`config.mk`:
```
export PLATFORM = sky130hd
export DESIGN_NAME = paged_ea_gen
export DESIGN_NICKNAME = d
export VERILOG_FILES = /design/src/rtl/ea_pkg.sv /design/src/rtl/ea_direct.sv /design/src/rtl/ea_seq.sv /design/src/rtl/paged_ea_gen.sv
export SDC_FILE = /design/constraint.sdc
export NUM_CORES = 1
export LEC_CHECK = 0
export ABC_CLOCK_PERIOD_IN_PS = 3000
export BUFFER_PORTS_ARGS = -buffer_cell sky130_fd_sc_hd__buf_2
export CORE_MARGIN = 1
export CORE_UTILIZATION = 30
export CTS_CLUSTER_DIAMETER = 200
export DETAILED_ROUTE_END_ITERATION = 8
export SYNTH_ARGS = -nofsm -noshare
export SYNTH_HDL_FRONTEND = slang
export SYNTH_SLANG_ARGS = --single-unit
```
`constraint.sdc`:
```
create_clock -name clk -period 3 [get_ports clk]
set_input_delay 0.3 -clock clk [delete_from_list [all_inputs] [get_ports clk]]
set_output_delay 0.3 -clock clk [all_outputs]
set_load 0.02 [all_outputs]
```
`src/rtl/ea_pkg.sv`:
```
package ea_pkg;
  localparam int ADDR_W = 12;
  localparam int OFS_W  = 7;

  typedef enum logic [1:0] {ST_IDLE, ST_READ, ST_WRITE} ea_state_t;

  function automatic logic [ADDR_W-1:0] direct_addr(
      input logic [OFS_W-1:0] ofs, input logic cur_page,
      input logic [ADDR_W-1:0] fetch);
    logic [ADDR_W-OFS_W-1:0] pg;
    pg = cur_page ? fetch[ADDR_W-1:OFS_W] : '0;
    return {pg, ofs};
  endfunction

  function automatic logic in_window(input logic [ADDR_W-1:0] a,
                                     input int base, input int count);
    return (int'(a) >= base) && (int'(a) < base + count);
  endfunction

  function automatic logic [ADDR_W-1:0] bump(input logic [ADDR_W-1:0] w);
    return w + 1'b1;
  endfunction
endpackage

```
`src/rtl/ea_direct.sv`:
```
module ea_direct
  import ea_pkg::*;
#(
  parameter int AW = ADDR_W,
  parameter int OW = OFS_W
) (
  input  logic [AW-1:0] instr,
  input  logic [AW-1:0] fetch_addr,
  output logic [AW-1:0] daddr,
  output logic          indirect
);
  localparam int PSEL_BIT = OW;
  localparam int IND_BIT  = OW + 1;

  always_comb begin
    daddr    = direct_addr(instr[OW-1:0], instr[PSEL_BIT], fetch_addr);
    indirect = instr[IND_BIT];
  end
endmodule

```
`src/rtl/ea_seq.sv`:
```
module ea_seq
  import ea_pkg::*;
#(
  parameter int AW         = ADDR_W,
  parameter int AUTO_BASE  = 8,
  parameter int AUTO_COUNT = 8
) (
  input  logic          clk,
  input  logic          rst_n,
  input  logic          start,
  input  logic [AW-1:0] daddr,
  input  logic          indirect,
  output logic          mem_req,
  output logic          mem_we,
  output logic [AW-1:0] mem_addr,
  output logic [AW-1:0] mem_wdata,
  input  logic [AW-1:0] mem_rdata,
  input  logic          mem_ready,
  output logic [AW-1:0] ea,
  output logic          done,
  output logic          autoinc,
  output logic          idle
);
  ea_state_t     st_q;
  logic [AW-1:0] ptr_q, ea_q;
  logic          auto_q, done_q;
  logic          ptr_auto;

  assign ptr_auto = in_window(ptr_q, AUTO_BASE, AUTO_COUNT);

  always_ff @(posedge clk or negedge rst_n) begin
    if (!rst_n) begin
      st_q   <= ST_IDLE;
      ptr_q  <= '0;
      ea_q   <= '0;
      auto_q <= 1'b0;
      done_q <= 1'b0;
    end else begin
      done_q <= 1'b0;
      unique case (st_q)
        ST_IDLE: if (start) begin
          auto_q <= 1'b0;
          if (indirect) begin
            ptr_q <= daddr;
            st_q  <= ST_READ;
          end else begin
            ea_q   <= daddr;
            done_q <= 1'b1;
          end
        end
        ST_READ: if (mem_ready) begin
          if (ptr_auto) begin
            ea_q <= bump(mem_rdata);
            st_q <= ST_WRITE;
          end else begin
            ea_q   <= mem_rdata;
            done_q <= 1'b1;
            st_q   <= ST_IDLE;
          end
        end
        ST_WRITE: if (mem_ready) begin
          auto_q <= 1'b1;
          done_q <= 1'b1;
          st_q   <= ST_IDLE;
        end
        default: st_q <= ST_IDLE;
      endcase
    end
  end

  assign mem_req   = (st_q != ST_IDLE);
  assign mem_we    = (st_q == ST_WRITE);
  assign mem_addr  = ptr_q;
  assign mem_wdata = ea_q;
  assign ea        = ea_q;
  assign done      = done_q;
  assign autoinc   = auto_q;
  assign idle      = (st_q == ST_IDLE);
endmodule

```
`src/rtl/paged_ea_gen.sv`:
```
module paged_ea_gen
  import ea_pkg::*;
#(
  parameter int AW         = ADDR_W,
  parameter int OW         = OFS_W,
  parameter int AUTO_BASE  = 8,
  parameter int AUTO_COUNT = 8
) (
  input  logic          clk,
  input  logic          rst_n,
  input  logic          start,
  input  logic [AW-1:0] instr,
  input  logic [AW-1:0] fetch_addr,
  output logic          mem_req,
  output logic          mem_we,
  output logic [AW-1:0] mem_addr,
  output logic [AW-1:0] mem_wdata,
  input  logic [AW-1:0] mem_rdata,
  input  logic          mem_ready,
  output logic [AW-1:0] ea,
  output logic          done,
  output logic          autoinc
);
  logic [AW-1:0] daddr;
  logic          indirect;
  logic          idle;

  ea_direct #(.AW(AW), .OW(OW)) u_direct (
    .instr(instr), .fetch_addr(fetch_addr), .daddr(daddr), .indirect(indirect)
  );

  ea_seq #(.AW(AW), .AUTO_BASE(AUTO_BASE), .AUTO_COUNT(AUTO_COUNT)) u_seq (
    .clk(clk), .rst_n(rst_n), .start(start), .daddr(daddr), .indirect(indirect),
    .mem_req(mem_req), .mem_we(mem_we), .mem_addr(mem_addr),
    .mem_wdata(mem_wdata), .mem_rdata(mem_rdata), .mem_ready(mem_ready),
    .ea(ea), .done(done), .autoinc(autoinc), .idle(idle)
  );
endmodule

```
---- Word-level counts from Yosys, hierarchy flattened ----
Index checks and enable logic that the tools add are counted.
storage, ports and cells
  bits in registers ....................... 28
  input port bits ......................... 40
  output and inout bits ................... 40
  word-level logic and storage cells ...... 45
cells by class
  $add $sub $neg .......................... 1
  $lt $le $gt $ge ......................... 2
  equal/unequal tests ..................... 7
  multiplexer cells ....................... 21
  reductions and logical operators ........ 9
operators with widths
  kind                                                                number
  2-to-1 mux 12 bit                                                   4
  one-hot mux 12 bit (2 select lines)                                 1
  adder 12 x 1 -> 12 bit, second input constant                       1
  greater-or-equal comparator 12 x 4 -> 1 bit, second input constant  1
  less-than comparator 12 x 5 -> 1 bit, second input constant         1
  2-to-1 mux 2 bit                                                    5
  inequality test 2 bit, second input constant                        4
  AND reduction 4 bit                                                 2
  2-to-1 mux 1 bit                                                    7
  one-hot mux 2 bit (3 select lines)                                  1
  AND reduction 3 bit                                                 2
  nonzero test 2 bit                                                  3
  2-to-1 mux 5 bit                                                    1
  one-hot mux 1 bit (3 select lines)                                  1
  equality test 2 x 1 -> 1 bit, second input constant                 1
  equality test 2 bit, second input constant                          1
  zero test 2 bit                                                     1
  inequality test 2 x 1 -> 1 bit, second input constant               1
  one-hot mux 1 bit (2 select lines)                                  1
  logical AND 1 bit                                                   1

---- Longest topological paths before layout ----
Gate-level depths: netlist of the first run.
  depth after elaboration ................. 5
  gate-level depth with buffers ........... 7

---- Hierarchy ----
Synthesis of the first run repeated with hierarchy kept, for this count alone.
unflattened totals
  cells, all modules ...................... 169
  area, all modules ....................... 1,641.6 um^2
by module, submodules not included
  module     instances  cells each  area an instance (um^2)
  ea_seq     1          156         1,550.2
  ea_direct  1          13          91.3

---- Worst setup path after synthesis of the first run ----
No wires, ideal clock.
  path kind ............................... reg-to-reg
  start point ............................. register u_seq.ptr_q[9] (netlist: u_seq.mem_addr[9])
  end point ............................... register u_seq.ea_q[8] (netlist: u_seq.ea[8])
  setup time .............................. 0.069 ns
  data arrival time ....................... 2.175 ns
  path slack .............................. 0.757 ns
  cell stages (with the launch flop) ...... 6
  path buffers ............................ 1
  clock period less this slack ............ 2.243 ns
  cell sequence ........................... dfrtp_1 or4_4 or4_1 buf_2 or4_1 nand3_1
on the way
  word-level cells in the longest chain between the ends .. 5
RTL lines
  element                                                                                              RTL line      text
  from (decl)                                                                                          ea_seq.sv:25  logic [AW-1:0] ptr_q, ea_q;
  from (signal assigned)                                                                               ea_seq.sv:44  ptr_q <= daddr;
  greater-or-equal comparator 12 x 4 -> 1 bit or less-than comparator 12 x 5 -> 1 bit (tied branches)  ea_pkg.sv:17  return (int'(a) >= base) && (int'(a) < base + count);
  logical AND 1 bit *                                                                                  ea_pkg.sv:17
  2-to-1 mux 12 bit *                                                                                  ea_seq.sv:52  if (ptr_auto) begin
  2-to-1 mux 12 bit *                                                                                  ea_seq.sv:51  ST_READ: if (mem_ready) begin
  one-hot mux 12 bit (2 select lines) *                                                                ea_seq.sv:40  unique case (st_q)
  to (signal assigned)                                                                                 ea_seq.sv:47  ea_q <= daddr;
  to (signal assigned)                                                                                 ea_seq.sv:53  ea_q <= bump(mem_rdata);
  to (signal assigned)                                                                                 ea_seq.sv:56  ea_q <= mem_rdata;
  to (decl)                                                                                            ea_seq.sv:25
Mark *: on every way between the ends. The rest lies on a longest branch, timed or not. The select of a mux whose other input is x is not followed.
A chain may end at the register's enable or synchronous reset.

---- Worst setup path after layout of the first run ----
Ends and elaborated chain as after synthesis.

==> results.txt, run 1 <==
----------------------------------------------------
[Outcome]
  Result of the run ... finished, final reports clean

[Synthesis]
  Yosys warning total ... 0
  Share of the yosys chip area belonging to registers ... 0.417
  Post-synthesis net count ... 225
  Library cell occupying the most area in the post-synthesis netlist ... dfrtp_1
  Synth Cell Area ... 1680 sq um
  Number of instances in the synthesized netlist ... 184
  Avg Inst Size Synth ... 9.13 sq um
  Fraction of synthesized cell area taken by the top area cell type ... 0.417
  Synth top area cells ... dfrtp_1 42%, buf_4 5.8%, nand3_1 5.1%, mux2_2 4.7%, nand2_1 4.0%
  Count of unique library cells instantiated by Yosys ... 40
  Flip-flop and latch count after synthesis ... 28

[Final layout]
  Top library cells by usage in the layout, fill and taps aside ... 69 x buf_2, 28 x dfrtp_1, 18 x nand2_1
  Layout filler cell count ... 544
  Number of nets in the final layout ... 279
  Layout Cells excl Fill ... 306
  Cell area after layout ... 2030 sq um
  Count of antenna diodes in the layout ... 0
  Most common library cell in the layout ignoring fill and taps ... buf_2
  Area added between synthesis and finish ... 20.8%
  Layout cells sized above 1 ... 0.369

[Placement]
  Number of input and output port buffers inserted ... 69
  Instance area after placement ... 1990 sq um
  Routability congestion estimate ... 0.836
  DP Wirelength ... 3.40 mm
  Dpl cells ... 303

[Power]
  Switching power ... 497 uW
  Pwr Total ... 1.22 mW
  Leak pwr ... 0.973 nW
  IR drop worst, VDD ... 310 uV
  Reg power frac ... 0.428
  Combinational cell fraction of total power ... 0.406
  Share of total power consumed by net switching ... 0.407
  Power density relative to cell area ... 602 nW/um^2
  Clock network fraction of design power ... 0.166
  P_int ... 725 uW

[Worst setup path]
  Chain of cells forming the critical path ... or4_4, or4_1, or4_1, nand3_1
  Worst endpoint data arrival time ... 2470 ps
  Critical Path Source Type ... flip-flop
  Slowest stage cell, crit path ... or4_1
  Largest stage delay on the critical path ... 610 ps
  Crit path capture type ... flip-flop
  Reg2reg start ... u_seq.mem_addr[9]$_DFFE_PN0P_
  Worst path most repeated cell ... or4_1
  Critical path peak fanout ... 5
  Reg2reg path depth ... 4
  Critical Path Source ... u_seq.mem_addr[9]$_DFFE_PN0P_
  Required time worst endpoint ... 3210 ps
  Class of the most critical setup path ... flip-flop to flip-flop

[Routing]
  1st-pass router iterations ... 4
  Average vias per placed instance ... 5.04
  Number of DRC markers after the initial detailed-route iteration ... 68
  Residual antenna-violating net count after detailed routing ... 0
  Routed Wire Length ... 4.38 mm
  DR DRC count ... 0
  Drt wl/cell ... 14.3 um
  Total number of vias ... 1541

[Clock tree]
  Clock root cell ... clkbuf_8
  Clock slew at reported path FFs ... 90 ps
  Clock tree from TritonCTS ... built
  Count of cells resized by post-cts repair ... 0
  Post-CTS setup buffer count ... 0
  Number of buffers inserted during clock tree synthesis ... 3
  Maximum buffer depth of the clock tree ... 2
  Hold-fix buffers at CTS ... 0
  Count of H-tree levels built during CTS ... 1
  Source-to-sink clock delay at the later pin of the worst-skew pair ... 270 ps
  CTS Sinks ... 28

[STA]
  Least-Margin Pin Slew ... 875 ps
  Tcrit/Tclk final ... 0.752
  Final hold vios ... 0
  Number of slew-limit violations in the final report ... 0
  Worst Skew ... 2.42 ps
  Shortest period the worst path allows ... 2260 ps
  Number of endpoints failing setup at the final stage ... 0
  Final total negative setup slack ... 0 ps
  Normalized max-slew margin ... 0.415
  Fmax achieved ... 0.443 GHz
  Unrepaired setup endpoints after global routing ... false
  Worst hold slack ... 43.0 ps

[Worst hold path]
  Worst hold path class ... primary input to async pin

[GRT]
  Pin count of the biggest net entering global routing ... 29
  Overall global routing resource usage ... 0.157
  GR Overflow Total ... 0
  Vias in the first global route ... 1443
  Antenna violations before repair ... 0
  Global-route wire length before repair ... 7.45 mm

[Floorplanning]
  Std-Cell Core Area ... 5240 sq um
  Num ports ... 80
  Initial standard-cell utilization of the core ... 0.321
  Die outline width ... 76.8 um
  Floorplan die area ... 5900 sq um
  Die outline height ... 76.8 um
  Placement row count ... 26

[Job]
  Max-cap viol count ... 0

----------------------------------------------------
## final timing paths
kind / to / slack (ps)
max in group asynchronous: u_seq.ea[9]$_DFFE_PN0P_ / 2540
min reg2reg: u_seq.mem_addr[0]$_DFFE_PN0P_ / 510
max: u_seq.ea[8]$_DFFE_PN0P_ / 740
min: u_seq.mem_addr[0]$_DFFE_PN0P_ / 40
max reg2reg: u_seq.ea[8]$_DFFE_PN0P_ / 740
min in group clk: u_seq.mem_addr[0]$_DFFE_PN0P_ / 280
## power groups by stage
stage / clock network (mW) / registers (mW) / logic (mW)
after floorplan: 0 / 0.620 / 0.276
after global placement: 0 / 0.532 / 0.497
after detailed placement: 0 / 0.534 / 0.500
after CTS: 0.213 / 0.526 / 0.502
after global routing: 0.227 / 0.541 / 0.544
final: 0.203 / 0.524 / 0.496
## critical path, delay by kind of cell (launching register included)
family        cells  cell delay [ps]
flops             1              420
simple gates      4             1780
## flip-flops by register name, summed over array words and instances (netlist names)
register	cells
u_seq.st_q	2
u_seq.mem_addr	12
u_seq.done	1
u_seq.ea	12
u_seq.autoinc	1
## metrics by stage
| step | util | setup slack [ps] |
|---|---|---|
| 2_1_floorplan | - | 757 |
| 3_3_place_gp | 0.380 | 802 |
| 3_5_place_dp | 0.380 | 776 |
| 4_1_cts | 0.388 | 754 |
| 5_1_grt | 0.388 | 687 |
| 6_report | 0.388 | 744 |
## Yosys cell counts (all sizes together)
cell type  instances
a21boi             1
a21oi             10
a221oi             2
a31oi              1
and2               2
and3               6
and3b              1
and4               1
buf               16
clkbuf             5
dfrtp             28
ha                 1
inv                2
mux2               7
mux2i              3
nand2             18
nand2b             4
nand3             17
nand3b             1
nand4              4
nor2               4
nor2b              2
nor3              10
nor4               5
nor4b              2
o2111ai            1
o211ai             6
o21ai             10
o2bb2ai            1
or2                1
or3b               1
or4                5
or4b               2
or4bb              1
xnor2              1
xor2               2
## cell type report
type	instances	area [sq um]	area share
multi-input cells	133	841	0.414
flip-flops and latches	28	701	0.345
repair buffers	70	353	0.174
well taps	70	87.6	0.0431
clock buffers	3	41.3	0.0203
inverters	2	7.51	0.00370
## cell families (layout without fill, tap and decap cells)
logic type,Yosys count,in the layout,synth area share
compound gates,32,32,0.115
mux,10,10,0.0648
flops,28,28,0.417
buf+inv,23,75,0.0826
simple gates,87,87,0.297
fa+ha+maj,1,1,0.00744
xor+xnor,3,3,0.0156
## metal layers
metal  GRT usage  share of wire  up-vias
met5           0              0        -
met4      0.0327         0.0071        0
met2       0.247           0.47       42
met1       0.221           0.47      718
met3      0.0321          0.048        4
li1            -              -      777
(Power assumes the default switching activity.)
==> inputs of run 2 (changes only) <==
Settings changed: ABC_CLOCK_PERIOD_IN_PS 3000 to 1900.
Clock period 3 ns to 1.9 ns, I/O delays scaled along.
==> results.txt, run 2 (synthesis results as in run 1) <==
----------------------------------------------------
[Worst setup path]
  Largest stage delay on the critical path ... 550 ps
  Crit path capture type ... flip-flop
  Family with the most delay on the worst path ... simple AND/OR/NAND/NOR gates
  Required time worst endpoint ... 2120 ps
  Chain of cells forming the critical path ... or4_4, or4_4, or4_1, nand3_1
  Critical Path Source Type ... flip-flop
  Worst path most repeated cell ... or4_4
  Slowest stage cell, crit path ... or4_4
  Worst setup slack for register-to-register paths ... -90 ps
  Endpoint of the worst register-to-register path ... u_seq.ea[8]$_DFFE_PN0P_
  Crit path buf inv count ... 0
  Reg2reg path depth ... 4
  Worst endpoint data arrival time ... 2210 ps
  Critical path peak fanout ... 2
  Class of the most critical setup path ... flip-flop to flip-flop
  Reg2reg start ... u_seq.mem_addr[7]$_DFFE_PN0P_

[Clock tree]
  Source-to-sink clock delay at the later pin of the worst-skew pair ... 280 ps
  Clock tree from TritonCTS ... built
  CTS Sinks ... 28
  Clock slew at reported path FFs ... 100 ps
  Number of buffers inserted during clock tree synthesis ... 3
  Count of H-tree levels built during CTS ... 1
  Maximum buffer depth of the clock tree ... 2
  Clock root cell ... clkbuf_8

[STA]
  Least-Margin Pin Slew ... 636 ps
  Final hold vios ... 0
  Worst Skew ... 4.22 ps
  Unrepaired setup endpoints after global routing ... true
  Normalized max-slew margin ... 0.576
  Final total negative setup slack ... -295 ps
  Shortest period the worst path allows ... 1990 ps
  Number of endpoints failing setup at the final stage ... 5
  Tcrit/Tclk final ... 1.05
  Number of slew-limit violations in the final report ... 0
  Final Worst Setup Slack ... -86.6 ps
  Fmax achieved ... 0.503 GHz

[Final layout]
  Layout filler cell count ... 539
  Number of nets in the final layout ... 303
  Top library cells by usage in the layout, fill and taps aside ... 69 x buf_2, 24 x dfrtp_1, 22 x buf_4
  Multi-input logic area ... 888 sq um
  Count of antenna diodes in the layout ... 0
  Area added between synthesis and finish ... 35.3%
  Layout cells sized above 1 ... 0.465
  Reg area ... 706 sq um
  Most common library cell in the layout ignoring fill and taps ... buf_2

[Floorplanning]
  Placement row count ... 26
  Std-Cell Core Area ... 5240 sq um
  Die outline width ... 76.8 um
  Die outline height ... 76.8 um
  Initial standard-cell utilization of the core ... 0.321
  Num ports ... 80
  Floorplan die area ... 5900 sq um

[GRT]
  Overall global routing resource usage ... 0.166
  Global-route wire length before repair ... 7.86 mm
  GR Overflow Total ... 0
  Pin count of the biggest net entering global routing ... 29
  Antenna violations before repair ... 0
  Vias in the first global route ... 1647

[Power]
  P_int ... 1.24 mW
  Leak pwr ... 1.10 nW
  Share of total power consumed by net switching ... 0.404
  Reg power frac ... 0.390
  IR drop worst, VDD ... 333 uV
  Clock network fraction of design power ... 0.160
  Switching power ... 844 uW
  Power density relative to cell area ... 918 nW/um^2
  Pwr Total ... 2.09 mW
  Combinational cell fraction of total power ... 0.450

[Worst hold path]
  Start point of the worst hold path ... instr[2]
  Worst hold path class ... primary input to flip-flop
  Cells on Worst Hold Path ... 2
  Worst Hold Path EP ... u_seq.mem_addr[2]$_DFFE_PN0P_

[Job]
  Max-cap viol count ... 0

[Routing]
  Drt wl/cell ... 14.1 um
  Total number of vias ... 1652
  Average vias per placed instance ... 5.01
  1st-pass router iterations ... 4
  DR DRC count ... 0
  Residual antenna-violating net count after detailed routing ... 0
  Number of DRC markers after the initial detailed-route iteration ... 96
  Routed Wire Length ... 4.66 mm

[Outcome]
  Failing checks ... setup timing
  Result of the run ... finished with violations

[Placement]
  Number of input and output port buffers inserted ... 69
  DP Wirelength ... 3.61 mm
  Pre-CTS setup slack ... -151 ps
  Routability congestion estimate ... 0.840

----------------------------------------------------
-- run 2: cell count changes in the layout (fill, tap and decap cells not counted), moves of 2 or more --
cell / change
dfrtp_2: +4
nand3_2: +2
nand3_1: -2
buf_6: +2
dfrtp_1: -4
buf_4: +21
nor4_1: -2
or4_4: +2
-- run 2: cell type report --
cell class / instances / share of cell area
tap: 70 / 0.0385
timing repair buffer: 94 / 0.239
multi-input combinational: 133 / 0.391
clock buffer: 3 / 0.0182
sequential: 28 / 0.310
inverter: 2 / 0.00330
-- run 2: metrics by stage --
stage          hold WS (ps)  cells  cell area (sq um)   util
6_report                151    330               2270  0.434
5_1_grt                 151    330               2270  0.434
4_1_cts                 147    328               2240  0.428
3_5_place_dp            262    322               2140  0.408
3_3_place_gp            255    322               2140  0.408
2_1_floorplan          -106    184               1690      -
-- run 2: routing by layer --
layer / part of all wire / global-route usage
met5: 0 / 0
met4: 0.0099 / 0.0462
met3: 0.049 / 0.0274
met2: 0.48 / 0.289
met1: 0.46 / 0.209
-- run 2: repair_timing --
action	4_1_cts	5_1_grt
setup endpoints to repair	7	8
resized for setup	8	4
hold buffers	1	0
pin swaps	6	5
hold endpoints to repair	28	0
buffers inserted	2	2
-- run 2: how the worst max path moves through the flow --
stage                                   startpoint                  endpoint  slack, ps  depth (start not counted)
floorplan            u_seq.mem_addr[8]$_DFFE_PN0P_   u_seq.ea[8]$_DFFE_PN0P_       -280                          5
finish               u_seq.mem_addr[7]$_DFFE_PN0P_   u_seq.ea[8]$_DFFE_PN0P_        -90                          4
detailed placement   u_seq.mem_addr[8]$_DFFE_PN0P_   u_seq.ea[8]$_DFFE_PN0P_       -150                          4
global route         u_seq.mem_addr[7]$_DFFE_PN0P_   u_seq.ea[8]$_DFFE_PN0P_       -150                          4
global placement    u_seq.mem_addr[10]$_DFFE_PN0P_  u_seq.ea[11]$_DFFE_PN0P_       -140                          4
CTS                  u_seq.mem_addr[9]$_DFFE_PN0P_   u_seq.ea[8]$_DFFE_PN0P_        -90                          5
-- run 2: power groups by stage --
stage	logic, mW	registers (mW)	clock network [mW]
2_1_floorplan	0.437	0.982	0
3_3_place_gp	0.881	0.823	0
3_5_place_dp	0.887	0.829	0
4_1_cts	0.922	0.817	0.342
5_1_grt	1.02	0.838	0.370
6_report	0.939	0.815	0.333
==> inputs of run 3 (changes only) <==
Settings changed: CORE_UTILIZATION 30 to 35, PLACE_DENSITY set to 0.66.
==> results.txt, run 3 (synthesis results as in run 1) <==
----------------------------------------------------
[Outcome]
  Result of the run ... finished with violations
  Failing checks ... DRC, setup timing

[GRT]
  Global-route wire length before repair ... 7.54 mm
  Pin count of the biggest net entering global routing ... 29
  Vias in the first global route ... 1614
  Antenna violations before repair ... 0
  Overall global routing resource usage ... 0.186
  GR Overflow Total ... 0

[Power]
  Share of total power consumed by net switching ... 0.377
  Pwr Total ... 2.20 mW
  Power density relative to cell area ... 965 nW/um^2
  Combinational cell fraction of total power ... 0.418
  Leak pwr ... 1.13 nW
  Clock network fraction of design power ... 0.214
  IR drop worst, VDD ... 399 uV
  P_int ... 1.37 mW
  Reg power frac ... 0.369
  Switching power ... 832 uW

[Worst setup path]
  Chain of cells forming the critical path ... or4bb_1, or4_4, or4_4, nand3_2
  Critical Path Source Type ... flip-flop
  Crit path buf inv count ... 0
  Class of the most critical setup path ... flip-flop to flip-flop
  Worst endpoint data arrival time ... 2220 ps
  Family with the most delay on the worst path ... simple AND/OR/NAND/NOR gates
  Slowest stage cell, crit path ... or4bb_1
  Worst setup slack for register-to-register paths ... -110 ps
  Largest stage delay on the critical path ... 530 ps
  Critical path peak fanout ... 3
  Required time worst endpoint ... 2120 ps
  Worst path most repeated cell ... or4_4
  Crit path capture type ... flip-flop

[Clock tree]
  Maximum buffer depth of the clock tree ... 2
  Number of buffers inserted during clock tree synthesis ... 3
  CTS Sinks ... 28
  Source-to-sink clock delay at the later pin of the worst-skew pair ... 270 ps
  Clock root cell ... clkbuf_8
  Clock slew at reported path FFs ... 100 ps
  Count of H-tree levels built during CTS ... 1
  Clock tree from TritonCTS ... built

[Final layout]
  Cell area after layout ... 2280 sq um
  Layout cells sized above 1 ... 0.464
  Top library cells by usage in the layout, fill and taps aside ... 69 x buf_2, 25 x buf_4, 24 x dfrtp_1
  Number of nets in the final layout ... 305
  Count of antenna diodes in the layout ... 0
  Area added between synthesis and finish ... 36.0%
  Most common library cell in the layout ignoring fill and taps ... buf_2

[STA]
  Worst Skew ... 3.37 ps
  Final hold vios ... 0
  Worst hold slack ... 159 ps
  Tcrit/Tclk final ... 1.06
  Normalized max-slew margin ... 0.584
  Final Worst Setup Slack ... -107 ps
  Number of slew-limit violations in the final report ... 0
  Number of endpoints failing setup at the final stage ... 4
  Final total negative setup slack ... -210 ps
  Fmax achieved ... 0.498 GHz
  Least-Margin Pin Slew ... 624 ps
  Unrepaired setup endpoints after global routing ... true
  Shortest period the worst path allows ... 2010 ps

[Placement]
  Instance area after placement ... 2140 sq um
  Number of input and output port buffers inserted ... 69
  Routability congestion estimate ... 0.816
  DP Wirelength ... 3.50 mm

[Routing]
  Average vias per placed instance ... 5.28
  Total number of vias ... 1663
  1st-pass router iterations ... 7
  Number of DRC markers after the initial detailed-route iteration ... 53
  Residual antenna-violating net count after detailed routing ... 0
  DR DRC count ... 3
  Drt wl/cell ... 14.2 um
  Routed Wire Length ... 4.46 mm

[Floorplanning]
  Die outline width ... 71.3 um
  Die outline height ... 71.3 um
  Floorplan die area ... 5080 sq um
  Placement row count ... 24
  Initial standard-cell utilization of the core ... 0.376
  Num ports ... 80
  Std-Cell Core Area ... 4470 sq um

[Job]
  Max-cap viol count ... 0

[Worst hold path]
  Worst hold path class ... primary input to flip-flop

----------------------------------------------------
[run 3: cell count changes in the layout (fill, tap and decap cells not counted), sizes merged]
cell,change
buf,+2
bufinv,+1
[run 3: stage by stage]
| step | utilization | instances | worst slack (ps) |
|---|---|---|---|
| after floorplan | - | 184 | -279 |
| after global placement | 0.478 | 307 | -129 |
| after detailed placement | 0.478 | 307 | -157 |
| after CTS | 0.504 | 315 | -86.9 |
| after global routing | 0.511 | 315 | -172 |
| final | 0.511 | 315 | -107 |
[run 3: cell type report]
cell class,count,area [sq um]
repair buffers,96,554
well taps,52,65.1
flip-flops and latches,28,706
clock buffers,3,41.3
inverters,2,7.51
multi-input cells,133,881
fillers,436,2190
clock inverters,1,30.0
[run 3: worst paths after layout]
| kind | from | end | cells after the start |
|---|---|---|---|
| max in group asynchronous | rst_n | u_seq.mem_addr[10]$_DFFE_PN0P_ | 2 |
| worst max-delay path | u_seq.mem_addr[8]$_DFFE_PN0P_ | u_seq.ea[8]$_DFFE_PN0P_ | 4 |
| min in group asynchronous | rst_n | u_seq.done$_DFF_PN0_ | 2 |
| worst min register to register | u_seq.mem_addr[1]$_DFFE_PN0P_ | u_seq.mem_addr[1]$_DFFE_PN0P_ | 1 |
| worst max register to register | u_seq.mem_addr[8]$_DFFE_PN0P_ | u_seq.ea[8]$_DFFE_PN0P_ | 4 |
| worst min-delay path | instr[2] | u_seq.mem_addr[2]$_DFFE_PN0P_ | 2 |
[run 3: per-layer routing]
layer	share of wire	global-route usage	wire (um)
met5	0	0	0
met4	0.011	0.0422	48
met3	0.039	0.0169	173
met2	0.50	0.326	2210
met1	0.45	0.250	2030
[run 3: what timing repair did]
item | 4_1_cts | 5_1_grt
setup endpoints to repair | 7 | 7
pin swaps | 3 | 3
gates resized for setup | 4 | 5
hold endpoints to repair | 28 | 0
buffers inserted | 3 | 0
hold buffers | 1 | 0
[run 3: power groups by stage]
| stage | clock (mW) | sequential [mW] | combinational (mW) |
|---|---|---|---|
| after floorplan | 0 | 0.982 | 0.437 |
| after global placement | 0 | 0.819 | 0.882 |
| after detailed placement | 0 | 0.828 | 0.886 |
| after CTS | 0.485 | 0.815 | 0.913 |
| after global routing | 0.504 | 0.835 | 1.00 |
| final | 0.471 | 0.813 | 0.921 |
